==> src/rtl/ptsPkg.sv <==
package ptsPkg;
  // strobes from control to datapath
  typedef struct packed {
    logic emit;   // register a byte this edge
    logic selCr;  // send carriage return
    logic selLf;  // send line feed
  } txStrobeT;
endpackage

==> src/rtl/ptsDatapath.sv <==
module ptsDatapath
  import ptsPkg::*;
#(
  parameter int DATA_W = 8,
  parameter logic [DATA_W-1:0] CR_CODE = 'h0D,
  parameter logic [DATA_W-1:0] LF_CODE = 'h0A
) (
  input  logic              clk,
  input  logic              rstN,
  input  txStrobeT          stb,
  input  logic [DATA_W-1:0] memChar,
  output logic              isCr,
  output logic [DATA_W-1:0] txByte,
  output logic              txValid
);
  logic [DATA_W-1:0] nextByte;

  assign isCr = (memChar == CR_CODE);

  always_comb begin
    if (stb.selLf)      nextByte = LF_CODE;
    else if (stb.selCr) nextByte = CR_CODE;
    else                nextByte = memChar;
  end

  always_ff @(posedge clk or negedge rstN) begin
    if (!rstN) begin
      txByte  <= '0;
      txValid <= 1'b0;
    end else begin
      txValid <= stb.emit;
      if (stb.emit) txByte <= nextByte;
    end
  end

  AST_ONE_SOURCE: assert property (@(posedge clk) disable iff (!rstN)
    !(stb.selCr && stb.selLf));
endmodule

==> src/rtl/ptsCtrl.sv <==
module ptsCtrl
  import ptsPkg::*;
#(
  parameter int TC_W = 3,
  parameter logic [TC_W-1:0] TC_ZERO = 0,
  parameter logic [TC_W-1:0] TC_1C   = 2,
  parameter logic [TC_W-1:0] TC_7C   = 7
) (
  input  logic            clk,
  input  logic            rstN,
  input  logic            pageGo,
  input  logic            loadStb,
  input  logic            isCr,
  input  logic            eolIn,
  input  logic            eopScroll,
  input  logic            halfDuplex,
  input  logic            autoCarry,
  input  logic            echoDav,
  input  logic [TC_W-1:0] tcCode,
  output txStrobeT        stb,
  output logic            countUp,
  output logic            colClear,
  output logic            ramInhibit,
  output logic            pageMode,
  output logic            scrollOut
);
  logic crFlag, forceFlag, awaitFlag, termFlag;
  logic accept, memPath, advance;

  assign accept  = loadStb && pageMode && !awaitFlag;
  assign memPath = accept && !crFlag && !forceFlag;
  assign advance = awaitFlag && (halfDuplex || echoDav);

  assign stb.emit  = accept;
  assign stb.selLf = crFlag;
  assign stb.selCr = !crFlag && forceFlag;

  assign ramInhibit = crFlag || forceFlag;
  assign scrollOut  = eopScroll && !pageMode;

  always_ff @(posedge clk or negedge rstN) begin
    if (!rstN) begin
      crFlag    <= 1'b0;
      forceFlag <= 1'b0;
      awaitFlag <= 1'b0;
      termFlag  <= 1'b0;
      pageMode  <= 1'b0;
      countUp   <= 1'b0;
      colClear  <= 1'b0;
    end else begin
      countUp  <= advance;
      colClear <= memPath && isCr;

      if (accept && crFlag && tcCode == TC_1C)   crFlag <= 1'b0;
      else if (accept && !crFlag && forceFlag)  crFlag <= 1'b1;
      else if (memPath && isCr)                 crFlag <= 1'b1;

      if (accept && !crFlag && forceFlag)                   forceFlag <= 1'b0;
      else if (memPath && !isCr && eolIn && !autoCarry)     forceFlag <= 1'b1;

      if (memPath && !isCr) awaitFlag <= 1'b1;
      else if (advance)     awaitFlag <= 1'b0;

      if (eopScroll && pageMode)  termFlag <= 1'b1;
      else if (tcCode == TC_ZERO) termFlag <= 1'b0;

      if (pageGo)                              pageMode <= 1'b1;
      else if (termFlag && tcCode == TC_7C)    pageMode <= 1'b0;
    end
  end

  AST_HALF_ADVANCE: assert property (@(posedge clk) disable iff (!rstN)
    awaitFlag && halfDuplex |=> countUp && !awaitFlag);
  AST_FULL_HOLD: assert property (@(posedge clk) disable iff (!rstN)
    awaitFlag && !halfDuplex && !echoDav |=> awaitFlag && !countUp);
  AST_LF_REPEAT: assert property (@(posedge clk) disable iff (!rstN)
    crFlag && accept && tcCode != TC_1C |=> crFlag);
  AST_TERM_END: assert property (@(posedge clk) disable iff (!rstN)
    termFlag && tcCode == TC_7C && !pageGo |=> !pageMode);
endmodule

==> src/rtl/pageTxSequencer.sv <==
module pageTxSequencer
  import ptsPkg::*;
#(
  parameter int DATA_W = 8,
  parameter int TC_W   = 3,
  parameter logic [DATA_W-1:0] CR_CODE = 'h0D,
  parameter logic [DATA_W-1:0] LF_CODE = 'h0A,
  parameter logic [TC_W-1:0] TC_ZERO = 0,
  parameter logic [TC_W-1:0] TC_1C   = 2,
  parameter logic [TC_W-1:0] TC_7C   = 7
) (
  input  logic              clk,
  input  logic              rstN,
  input  logic              pageGo,
  input  logic              loadStb,
  input  logic [DATA_W-1:0] memChar,
  input  logic              eolIn,
  input  logic              eopScroll,
  input  logic              halfDuplex,
  input  logic              autoCarry,
  input  logic              echoDav,
  input  logic [TC_W-1:0]   tcCode,
  output logic [DATA_W-1:0] txByte,
  output logic              txValid,
  output logic              countUp,
  output logic              colClear,
  output logic              ramInhibit,
  output logic              pageMode,
  output logic              scrollOut
);
  txStrobeT stb;
  logic     isCr;

  ptsCtrl #(.TC_W(TC_W), .TC_ZERO(TC_ZERO), .TC_1C(TC_1C), .TC_7C(TC_7C)) u_ctrl (
    .clk(clk), .rstN(rstN), .pageGo(pageGo), .loadStb(loadStb), .isCr(isCr),
    .eolIn(eolIn), .eopScroll(eopScroll), .halfDuplex(halfDuplex),
    .autoCarry(autoCarry), .echoDav(echoDav), .tcCode(tcCode), .stb(stb),
    .countUp(countUp), .colClear(colClear), .ramInhibit(ramInhibit),
    .pageMode(pageMode), .scrollOut(scrollOut)
  );

  ptsDatapath #(.DATA_W(DATA_W), .CR_CODE(CR_CODE), .LF_CODE(LF_CODE)) u_dp (
    .clk(clk), .rstN(rstN), .stb(stb), .memChar(memChar), .isCr(isCr),
    .txByte(txByte), .txValid(txValid)
  );

  AST_CR_NO_ADVANCE: assert property (@(posedge clk) disable iff (!rstN)
    txValid && txByte == CR_CODE |-> !countUp);
  AST_SCROLL_BLOCKED: assert property (@(posedge clk) disable iff (!rstN)
    pageMode |-> !scrollOut);
  AST_CLEAR_WITH_CR: assert property (@(posedge clk) disable iff (!rstN)
    colClear |-> txValid && txByte == CR_CODE);
endmodule

==> config.mk <==
export PLATFORM = sky130hd
export DESIGN_NAME = pageTxSequencer
export DESIGN_NICKNAME = d
export VERILOG_FILES = /design/src/rtl/ptsPkg.sv /design/src/rtl/ptsDatapath.sv /design/src/rtl/ptsCtrl.sv /design/src/rtl/pageTxSequencer.sv
export SDC_FILE = /design/constraint.sdc
export NUM_CORES = 1
export LEC_CHECK = 0
export ABC_AREA = 1
export BUFFER_PORTS_ARGS = -buffer_cell sky130_fd_sc_hd__buf_2
export CAP_MARGIN = 20
export CORE_UTILIZATION = 30
export DETAILED_ROUTE_END_ITERATION = 6
export MAX_ROUTING_LAYER = met4
export SLEW_MARGIN = 30
export SYNTH_ARGS = -nofsm -noshare
export SYNTH_HDL_FRONTEND = slang
export SYNTH_SLANG_ARGS = --single-unit
==> constraint.sdc <==
create_clock -name clk -period 1.35 [get_ports clk]
set_input_delay 0.27 -clock clk [delete_from_list [all_inputs] [get_ports clk]]
set_output_delay 0.27 -clock clk [all_outputs]
set_load 0.05 [all_outputs]
* Word-level counts from Yosys, hierarchy flattened
Index checks and enable logic that the tools add are counted.
Word-level totals: register bits 16, input bits 20, output and inout port bits 14, logic and storage cells 55
Operators by class: equal/unequal tests 3, multiplexer cells 13, reductions and logical operators 30
Operators by type and width (number):
- $logic_and 1x1->1 | 16
- $mux 8 | 2
- $mux 1 | 11
- $eq 8x4->1 const B | 1
- $reduce_bool 2->1 | 4
- $logic_not 1->1 | 6
- $eq 3x2->1 const B | 1
- $eq 3x3->1 const B | 1
- $logic_not 3->1 | 1
- $reduce_bool 3->1 | 1
- $logic_or 1x1->1 | 2

* Longest topological paths before layout
depth after elaboration 9, mapped depth 6, mapped depth without buffers 6

* Hierarchy
Synthesis repeated with hierarchy kept, for this count alone.
Unflattened totals: cell total of the unflattened synthesis 97, area, all modules 774.5 sq um
By module, submodules not included:
- ptsDatapath | times used 1, cells each 56, area an instance 415.4 sq um, sequential area each 225.2 sq um
- ptsCtrl | times used 1, cells each 41, area an instance 359.1 sq um, sequential area each 175.2 sq um

* Least setup slack after synthesis
Ideal clock, no wire load.
path type register to output, start point register u_ctrl.pageMode, end point output port scrollOut, data arrival time 1.367 ns, required time 1.080 ns, setup slack -0.287 ns, cell stages (with the launch flop) 2, path buffers 0, cell sequence dfrtp_1 > nor2_1
Between the ends: longest elaborated chain between the ends 2
RTL lines:
- start: declaration | RTL line ptsCtrl.sv:24 | output logic pageMode,
- start signal: assignment | RTL line ptsCtrl.sv:47 | pageMode <= 1'b0;
- start signal: assignment | RTL line ptsCtrl.sv:67 | if (pageGo) pageMode <= 1'b1;
- start signal: assignment | RTL line ptsCtrl.sv:68 | else if (termFlag && tcCode == TC_7C) pageMode <= 1'b0;
- $logic_not 1->1 | RTL line ptsCtrl.sv:39 | assign scrollOut = eopScroll && !pageMode;
- $logic_and 1x1->1 | RTL line ptsCtrl.sv:39
- end: declaration | RTL line pageTxSequencer.sv:29 | output logic scrollOut
No other way between the ends.

* Worst setup path in the final report
start point register u_ctrl.crFlag, end point output port ramInhibit
Between the ends: longest elaborated chain between the ends 1
RTL lines:
- start: declaration | RTL line ptsCtrl.sv:27 | logic crFlag, forceFlag, awaitFlag, termFlag;
- start signal: assignment | RTL line ptsCtrl.sv:43 | crFlag <= 1'b0;
- start signal: assignment | RTL line ptsCtrl.sv:54 | if (accept && crFlag && tcCode == TC_1C) crFlag <= 1'b0;
- start signal: assignment | RTL line ptsCtrl.sv:55 | else if (accept && !crFlag && forceFlag) crFlag <= 1'b1;
- $logic_or 1x1->1 | RTL line ptsCtrl.sv:38 | assign ramInhibit = crFlag || forceFlag;
- end: declaration | RTL line pageTxSequencer.sv:27 | output logic ramInhibit,
No other way between the ends.

==> flow_summary.ini <==
[status]
run_status = finished, final reports clean

[yosys]
synth_enable_flop_cells = 0
syn-cell-area_um2 = 761
synth_flop_cell = dfrtp_1
register_area_share_after_synthesis_pct = 52.6
ys_async_sr_fraction_pct = 100
synthCells = 96
synth.largest_area_cell = dfrtp_1
ys_top_cells_by_area = dfrtp_1 53%, nand2_1 16%, nor2_1 7.4%
synthesized_area_per_cell_um2 = 7.92
synth_top_area_share_pct = 52.6
count_of_state_elements_after_synthesis = 16
ys_types = 17
ys_warn_count = 0
mappedNetlistNets = 116

[floorplanning]
dieWidth_um = 52.4
die_height_um = 52.4
initial_utilization_pct = 33.1
rows = 17
coreArea_um2 = 2300
die_area_um2 = 2740
top_ports = 34

[detailed_routing]
via_count = 702
drc = 0
initialDrtViolationCount = 19
route.detailed.vias_per_inst = 4.28
avgRoutedWirePerCell_um = 9.94
ant_nets = 0
dr.pass1.iters = 4
total_length_of_routed_wires_mm = 1.63

[power]
irDropWorstVdd_mv = 1.30
power.share.switching_pct = 51.5
p_leak_nw = 0.584
cell_internal_pwr_w = 0.00108
power_frac_seq_pct = 34.1
comb_power_share_pct = 55.1
power_per_cell_area_nw_per_um2 = 2130
p_sw_w = 0.00114
clock_network_fraction_of_total_power_pct = 10.8

[sta]
clock_skew_ns = 0.00340
achievable-frequency_mhz = 771
fin_hold_ws_ns = 0.164
setup_violation_total_in_the_final_timing_report = 0
rsz0062_at_grt = no
fin_tns_setup_ns = 0
max_slew_margin_pct = 75.6
tightestPinTransition_ns = 0.367
layout_worst_path_cycle_share_pct = 96.1
final_hold_viol_count = 0
final_period_minus_worst_setup_slack_ns = 1.30
finalMaxSlewViolations = 0
setup_ws_ns = 0.0533

[grt]
grt_start_max_net_pins = 17
global_route.usage.total_pct = 13.5
grt_first_pass_wirelength_mm = 2.61
grt_antenna_before_repair = 0
via_count_of_the_first_global_routing_pass = 587
grt_overflow = 0

[run]
max_cap_viol_count = 0

[place]
pre_cts_ws_ns = 0.203
place.port_buffers = 33
detailed_placement_hpwl_mm = 1.27
detailed_place.area_um2 = 976
finalWeightedCongestion = 0.820

[critical_path]
path_buf_inv = 2
critical-path-max-stage-delay_ns = 0.41
worstSetupEndpointType = output port
crit_path_cell_trace = inv_1, nand2_2, buf_6
cp_top_family = flip-flops
worst-r2r-setup-slack_ns = 0.24
arrival_ns = 1.03
crit_fanout = 3
worst_path_max_delay_cell = dfrtp_1
timing.critical_path.required_ns = 1.08
startpoint_type = flop
worstSetupPathType = flop to output port

[clocking]
count_of_h_tree_levels_built_during_cts = 1
cts_buffers = 3
cts.reportedPaths.clkPinSlew_ns = 0.09
cts_tree = done
clock_tree.root_cell = clkbuf_4
cts.path.max_buffers = 2
cts_num_sinks = 16
insertion_delay_ns = 0.28

[cells_and_area]
finish.net_count = 158
insertedDiodeCount = 0
fin_util_pct = 45.4
stdcell_area_um2 = 1040
mostFrequentLayoutCells = 31 x nand2_1, 30 x buf_2, 15 x dfrtp_1, 14 x inv_1, 14 x nor2_1
mostFrequentLayoutCell = nand2_1
layout-drive-gt1-share_pct = 36.8
flow.area_growth_from_synthesis_pct = 37.0

[min_path]
holdCritPathClass = input pin to flop
registers in the layout, indices dropped and copies added (netlist names):
register and cells:
u_ctrl.awaitFlag 1, u_ctrl.colClear 1, u_ctrl.countUp 1, u_ctrl.crFlag 1, u_ctrl.forceFlag 1, u_ctrl.pageMode 1
u_ctrl.termFlag 1, u_dp.txByte 8, u_dp.txValid 1
final timing paths:
kind / depth (start not counted) / start / endpoint
max in group asynchronous: 2 / rstN / u_ctrl.pageMode
min: 2 / pageGo / u_ctrl.pageMode
max: 3 / u_ctrl.crFlag / ramInhibit
min in group asynchronous: 2 / rstN / u_ctrl.termFlag
max reg2reg: 5 / u_ctrl.pageMode / u_ctrl.awaitFlag
min reg2reg: 2 / u_dp.txByte[6] / u_dp.txByte[6]
layout make-up:
type / instances / area [um2]
Fill cell: 247 / 1250
Sequential cell: 16 / 402
Tap cell: 28 / 35.0
Inverter: 15 / 56.3
Timing Repair Buffer: 37 / 213
Multi-Input combinational cell: 65 / 314
Clock buffer: 3 / 22.5
layer usage:
layer	track usage [%]	wire, um
met1	17.4	770
met2	19.8	718
met3	3.19	128
met4	6.58	13
met5	-	0
synth_stat cells, types with 2 or more instances:
cell	count
o21ai_1	3
nor2_4	2
a21oi_1	2
inv_1	14
dfrtp_1	16
nand2_2	2
nand2_1	32
nor2_1	15
nand3_1	2
per-stage QoR:
step                total power, W  cells
finish                     0.00222    164
CTS                        0.00225    162
floorplan                  0.00165     96
detailed placement         0.00195    158
global route               0.00236    164
global placement           0.00195    158
power groups by stage:
stage	logic [W]	registers (W)	clock network, W
6_report	0.00123	0.000757	0.000240
5_1_grt	0.00131	0.000780	0.000272
4_1_cts	0.00123	0.000761	0.000258
3_5_place_dp	0.00118	0.000770	0
3_3_place_gp	0.00118	0.000767	0
2_1_floorplan	0.000391	0.00126	0
cells by family (layout without fill, tap and decap cells):
group	Yosys count	in the layout	synth area share (%)
compound gates	7	7	4.93
buf+inv	15	55	7.40
flops	16	16	52.6
simple gates	58	58	35.0
timing repair:
item                                    CTS  global route
setup buffers                             0             2
gates resized for setup                   7             0
hold buffers                              1             0
endpoints found under the hold margin    16             0
pin swaps                                 0             0
endpoints found under the setup margin    3             1
No activity file was read; power rests on OpenSTA's default activity.
